### config.mk
export PLATFORM = sky130hd
export DESIGN_NAME = quad_sideband_div
export DESIGN_NICKNAME = d
export VERILOG_FILES = /design/src/rtl/qsd_pkg.sv /design/src/rtl/qsd_hi_pair.sv /design/src/rtl/qsd_lo_pair.sv /design/src/rtl/qsd_sideband.sv /design/src/rtl/quad_sideband_div.sv
export SDC_FILE = /design/constraint.sdc
export NUM_CORES = 1
export LEC_CHECK = 0
export ABC_AREA = 1
export BUFFER_PORTS_ARGS = -buffer_cell sky130_fd_sc_hd__buf_2
export CAP_MARGIN = 5
export CORE_AREA = 5 5 42 44
export CTS_BUF_LIST = sky130_fd_sc_hd__clkbuf_4
export DETAILED_ROUTE_END_ITERATION = 7
export DIE_AREA = 0 0 47 49
export PLACE_DENSITY = 0.86
export SYNTH_ARGS = -nofsm -noshare
export SYNTH_HDL_FRONTEND = slang
export SYNTH_HIERARCHICAL = 1
export SYNTH_SLANG_ARGS = --single-unit
### constraint.sdc
create_clock -name clk -period 1.4 [get_ports clk]
set_input_delay 0.21 -clock clk [delete_from_list [all_inputs] [get_ports clk]]
set_output_delay 0.21 -clock clk [all_outputs]
set_load 0.02 [all_outputs]
### src/rtl/qsd_pkg.sv
package qsd_pkg;

  typedef struct packed {
    logic ref_sig;
    logic quad_sig;
    logic lead;
  } qsd_pair_t;

  // inversion control for the low quadrature signal
  function automatic logic qsd_fix_ctrl(input logic sel, input logic hi_samp, input logic lo_samp);
    return sel ^ hi_samp ^ lo_samp;
  endfunction

endpackage

### src/rtl/qsd_hi_pair.sv
module qsd_hi_pair (
  input  logic clk,
  input  logic rst,
  input  logic seed_i,
  input  logic seed_q,
  output logic ref_sig,
  output logic quad_sig,
  output logic lead,
  output logic ref_rise
);

  // the reference goes 0 -> 1 at this rising edge
  assign ref_rise = ~ref_sig;

  always_ff @(posedge clk) begin
    if (rst) begin
      ref_sig <= seed_i;
      lead    <= 1'b0;
    end else begin
      ref_sig <= ~ref_sig;
      if (ref_rise) lead <= quad_sig;
    end
  end

  always_ff @(negedge clk) begin
    if (rst) quad_sig <= seed_q;
    else     quad_sig <= ~quad_sig;
  end

  AST_HI_LEAD_HOLD: assert property (@(posedge clk) disable iff (rst)
    ref_sig |=> $stable(lead));

endmodule

### src/rtl/qsd_lo_pair.sv
module qsd_lo_pair #(
  parameter int LO_STAGES = 2
) (
  input  logic                 clk,
  input  logic                 rst,
  input  logic                 hi_rise,
  input  logic [LO_STAGES-1:0] seed_pre,
  input  logic                 seed_i,
  input  logic                 seed_q,
  output logic                 ref_sig,
  output logic                 quad_sig,
  output logic                 lead,
  output logic                 ref_rise,
  output logic                 quad_step
);

  localparam int LAST = LO_STAGES - 1;

  logic [LO_STAGES-1:0] pre;
  logic [LO_STAGES:0]   adv;

  // advance strobe into each stage: a stage moves when its feeder rises
  always_comb begin
    logic carry;
    carry = hi_rise;
    for (int j = 0; j < LO_STAGES; j++) begin
      adv[j] = carry;
      carry  = carry & ~pre[j];
    end
    adv[LO_STAGES] = carry;
  end

  generate
    for (genvar g = 0; g < LO_STAGES; g++) begin : g_pre
      always_ff @(posedge clk) begin
        if (rst)         pre[g] <= seed_pre[g];
        else if (adv[g]) pre[g] <= ~pre[g];
      end
    end
  endgenerate

  assign ref_rise  = adv[LO_STAGES] & ~ref_sig;
  assign quad_step = adv[LAST] & pre[LAST];

  always_ff @(posedge clk) begin
    if (rst) begin
      ref_sig  <= seed_i;
      quad_sig <= seed_q;
      lead     <= 1'b0;
    end else begin
      if (adv[LO_STAGES]) ref_sig  <= ~ref_sig;
      if (quad_step)      quad_sig <= ~quad_sig;
      if (ref_rise)       lead     <= quad_sig;
    end
  end

  AST_LO_Q_AT_REF: assert property (@(posedge clk) disable iff (rst)
    ref_rise |=> $stable(quad_sig));

  AST_LO_LEAD_HOLD: assert property (@(posedge clk) disable iff (rst)
    !ref_rise |=> $stable(lead));

endmodule

### src/rtl/qsd_sideband.sv
module qsd_sideband
  import qsd_pkg::*;
#(
  parameter int VALID_EDGES = 2
) (
  input  logic clk,
  input  logic rst,
  input  logic sel_lower,
  input  logic lo_rise,
  input  logic quad_step,
  input  logic hi_q,
  input  logic lo_q,
  input  logic seed_q,
  output logic lo_q_fix,
  output logic valid
);

  localparam int CW = $clog2(VALID_EDGES + 1);

  logic          ctrl_q;
  logic          ctrl_n;
  logic [CW-1:0] edge_cnt;

  assign ctrl_n = qsd_fix_ctrl(sel_lower, hi_q, lo_q);

  always_ff @(posedge clk) begin
    if (rst) begin
      ctrl_q   <= 1'b0;
      lo_q_fix <= seed_q;
      edge_cnt <= '0;
      valid    <= 1'b0;
    end else begin
      lo_q_fix <= lo_q_fix ^ quad_step ^ (lo_rise & (ctrl_n ^ ctrl_q));
      if (lo_rise) begin
        ctrl_q <= ctrl_n;
        if (edge_cnt != CW'(VALID_EDGES)) edge_cnt <= edge_cnt + 1'b1;
        if (edge_cnt == CW'(VALID_EDGES - 1)) valid <= 1'b1;
      end
    end
  end

  AST_VALID_STICKY: assert property (@(posedge clk) disable iff (rst)
    valid |=> valid);

  AST_CTRL_ONLY_AT_REF: assert property (@(posedge clk) disable iff (rst)
    !lo_rise |=> $stable(ctrl_q));

endmodule

### src/rtl/quad_sideband_div.sv
module quad_sideband_div
  import qsd_pkg::*;
#(
  parameter int LO_STAGES   = 2,
  parameter int VALID_EDGES = 2
) (
  input  logic                 clk,
  input  logic                 rst,
  input  logic [LO_STAGES+3:0] start_st,
  input  logic                 sel_lower,
  output logic                 hi_i,
  output logic                 hi_q,
  output logic                 lo_i,
  output logic                 lo_q,
  output logic                 lo_q_fix,
  output logic                 hi_lead,
  output logic                 lo_lead,
  output logic                 valid
);

  localparam int LO_I_BIT = LO_STAGES + 2;
  localparam int LO_Q_BIT = LO_STAGES + 3;

  qsd_pair_t hi_pair;
  qsd_pair_t lo_pair;
  logic      hi_rise;
  logic      lo_rise;
  logic      q_step;

  qsd_hi_pair u_hi (
    .clk      (clk),
    .rst      (rst),
    .seed_i   (start_st[0]),
    .seed_q   (start_st[1]),
    .ref_sig  (hi_pair.ref_sig),
    .quad_sig (hi_pair.quad_sig),
    .lead     (hi_pair.lead),
    .ref_rise (hi_rise)
  );

  qsd_lo_pair #(.LO_STAGES(LO_STAGES)) u_lo (
    .clk       (clk),
    .rst       (rst),
    .hi_rise   (hi_rise),
    .seed_pre  (start_st[2 +: LO_STAGES]),
    .seed_i    (start_st[LO_I_BIT]),
    .seed_q    (start_st[LO_Q_BIT]),
    .ref_sig   (lo_pair.ref_sig),
    .quad_sig  (lo_pair.quad_sig),
    .lead      (lo_pair.lead),
    .ref_rise  (lo_rise),
    .quad_step (q_step)
  );

  qsd_sideband #(.VALID_EDGES(VALID_EDGES)) u_sb (
    .clk       (clk),
    .rst       (rst),
    .sel_lower (sel_lower),
    .lo_rise   (lo_rise),
    .quad_step (q_step),
    .hi_q      (hi_pair.quad_sig),
    .lo_q      (lo_pair.quad_sig),
    .seed_q    (start_st[LO_Q_BIT]),
    .lo_q_fix  (lo_q_fix),
    .valid     (valid)
  );

  assign hi_i    = hi_pair.ref_sig;
  assign hi_q    = hi_pair.quad_sig;
  assign hi_lead = hi_pair.lead;
  assign lo_i    = lo_pair.ref_sig;
  assign lo_q    = lo_pair.quad_sig;
  assign lo_lead = lo_pair.lead;

  AST_FIX_SIGN: assert property (@(posedge clk) disable iff (rst)
    (!$past(rst) && $past(lo_rise)) |-> (lo_q_fix == ($past(sel_lower) ^ hi_lead)));

  AST_FIX_STEADY: assert property (@(posedge clk) disable iff (rst)
    (!$past(rst) && !$past(lo_rise) && !$past(q_step)) |-> $stable(lo_q_fix));

  AST_FIX_FOLLOWS_Q: assert property (@(posedge clk) disable iff (rst)
    (!$past(rst) && $past(q_step)) |-> (lo_q_fix != $past(lo_q_fix)));

endmodule

==> metrics.txt <==
run status=finished with violations; failing checks=setup timing; initial antenna violation count=0; reg-to-reg slack, setup=-380 ps; Area Overhead vs Synth=28.9%; post-synthesis cell count=88; most frequent cells in the layout=inv_1, buf_2, nand2_1, o21ai_0, dfxtp_1; routed vias=627; Max Buffers Root-to-Sink=2; Hold Worst Slack=146 ps; GPL Wtd Cong=0.822; worst hold-check path type=input port to flop; pin count of the biggest net entering global routing=15; layout cells sized above 1=40.7%; multiplexer area fraction after synthesis=0%; Worst IR Drop VDD=0.000737 V; critical path required time=1190 ps; Final HPWL DP=1070 µm; worst-path cell chain=buf_6 > buf_6; Largest stage delay, worst path=350 ps; post-route insts no fill=129; final slew viol count=0; Placement Cell Area=813 µm²; PwrDens=1060 mW/mm²; main combinational cell family by area after synthesis=simple AND/OR/NAND/NOR gates; net switching fraction of the power=32.3%; total grt overflow=0; Routed WL=1460 µm; Lkg Pwr=0.450 nW; crit path kind=flop to output port; Starting Density=48.8%; Inserted Clock Buffers=3; adder-cell share of the synthesized area=3.66%; max_cap viols=0; syn_area_per_cell=7.78 µm²; Max FO, Critical Path=3; number of synthesized register bits=13; First DRT Iteration DRCs=9; DR pass1 iterations=4; Synth Area in Simple Gates=28.0%; Reg power frac=49.0%; combinational share of power=25.8%; root buffer cell=clkbuf_4; WP data arrival=1610 ps; core area=0.00140 mm²; Pint=0.633 mW; Worst-path clk slew=80 ps; final antenna-violating net count=0; Via density=4.86; startpoint types=flop; FF+latch area=304 µm²; die height=49 µm; YS warnings=6; vias in the first global route=612; htree depth=1; first-pass GRT wire length=2350 µm; area of the multi-input gates=318 µm²; slew at the pin with the worst max-slew slack=188 ps; clock skew=58.1 ps; Synth Area in XOR/XNOR=1.28%; final instance area=882 µm²; P_sw=0.302 mW; Setup Total Neg Slack=-1380 ps; Worst path most repeated cell=buf_6; RSZ-0062 raised after global routing=true; sequential share of the synthesized area=43.9%; Core Rows=14; CTS tree=done; Clock Latency Late Sink=330 ps; Sink Count=13; share of power burned in the clock network=25.2%; Setup crit end kind=output port; I/O pins=17; post-route setup slack=-423 ps; final hold violations=0; Final setup violation count=4; Die Wd=47 µm; dpl cells=122; Critical-path top delay cell=dfxtp_4; synthesized area=684 µm²; post-synthesis compound-gate area fraction=11.5%; total track usage=13.8%; Nets=125; post-synth cell types=20; Place WS=-320 ps; fill cell count=143; I/O Buffers=16; total chip power=0.936 mW; die area=0.00230 mm²; antenna cells=0; Max transition margin=87.4%; Final Core Density=62.9%; drt drc=0; average wire per cell in the routed design=11.3 µm; most common cell after layout, fill and taps aside=inv_1; Synthesized Nets=99
[timing repair]
| item | CTS | global route |
|---|---|---|
| cloned | 0 | 0 |
| pin swaps | 3 | 3 |
| setup buffers | 1 | 2 |
| endpoints found under the setup margin | 4 | 6 |
| resized for setup | 5 | 2 |
| hold buffers | 0 | 0 |
[routing by layer]
metal | track usage [%] | routed length (µm) | part of all wire, %
met1 | 16.2 | 626 | 43
met2 | 21.9 | 714 | 49
met3 | 2.58 | 97 | 6.7
met4 | 8.76 | 16 | 1.1
met5 | 0 | 0 | 0
[flip-flops by register name (all words and copies together), names as in the netlist]
| signal | cells |
|---|---|
| u_lo/quad_sig | 1 |
| u_hi/ref_sig | 1 |
| u_hi/quad_sig | 1 |
| u_sb/ctrl_q | 1 |
| u_hi/lead | 1 |
| u_sb/edge_cnt | 2 |
| u_sb/lo_q_fix | 1 |
| u_lo/pre | 2 |
| u_sb/valid | 1 |
| u_lo/ref_sig | 1 |
| u_lo/lead | 1 |
[worst max-delay path, delay by kind of cell, from the launching register on]
kind / cells / cell delay [ps]
flip-flops: 1 / 350
buffers and inverters: 2 / 240
[worst paths after layout]
| kind | end | from | cells past startpoint |
|---|---|---|---|
| worst max-delay path | hi_q | u_hi/quad_sig$_DFF_N_ | 2 |
| worst min-delay path | u_hi/ref_sig$_DFF_P_ | start_st[0] | 3 |
| worst max register to register | u_sb/lo_q_fix$_DFF_P_ | u_hi/quad_sig$_DFF_N_ | 10 |
| worst min register to register | u_hi/lead$_SDFFE_PP0N_ | u_hi/lead$_SDFFE_PP0N_ | 2 |
[synthesized netlist by cell type]
library cell	count	area share [%]
inv_2	4	2.2
xor2_1	1	1.3
nand2_2	5	4.6
nor2_2	1	0.91
o21ai_2	1	1.3
buf_2	1	0.73
edfxtp_1	4	18
nand3_2	2	2.9
o21ai_0	9	6.6
a21oi_1	4	2.9
nand3_1	2	1.5
nand4_1	2	1.8
nor2_4	1	1.6
nand3_4	1	2.6
inv_1	16	8.8
o21ai_1	1	0.73
dfxtp_1	9	26
nor2_1	7	3.8
ha_1	2	3.7
nand2_1	15	8.2
[cell type report]
type,instances,area share [%]
inverter,19,8.09
clock inverter,2,0.851
timing repair buffer,22,15.7
clock buffer,3,2.55
sequential,13,34.5
tap,16,2.27
multi-input combinational,54,36.0
[power by group through the flow]
| stage | Clock (mW) | Sequential, mW | Combinational (mW) |
|---|---|---|---|
| floorplan | 0.00887 | 0.490 | 0.120 |
| global placement | 0.00887 | 0.464 | 0.207 |
| detailed placement | 0.00887 | 0.466 | 0.216 |
| CTS | 0.245 | 0.459 | 0.228 |
| global route | 0.271 | 0.464 | 0.267 |
| finish | 0.236 | 0.459 | 0.241 |
[cells by family after synthesis]
kind of cell / count (synthesis)
AOI/OAI and AO/OA: 15
xor gates and xnor gates: 1
adders and majority gates: 2
buffers and inverters: 21
DFF: 13
and+or+nand+nor: 36
No activity file was read; power rests on OpenSTA's default activity.
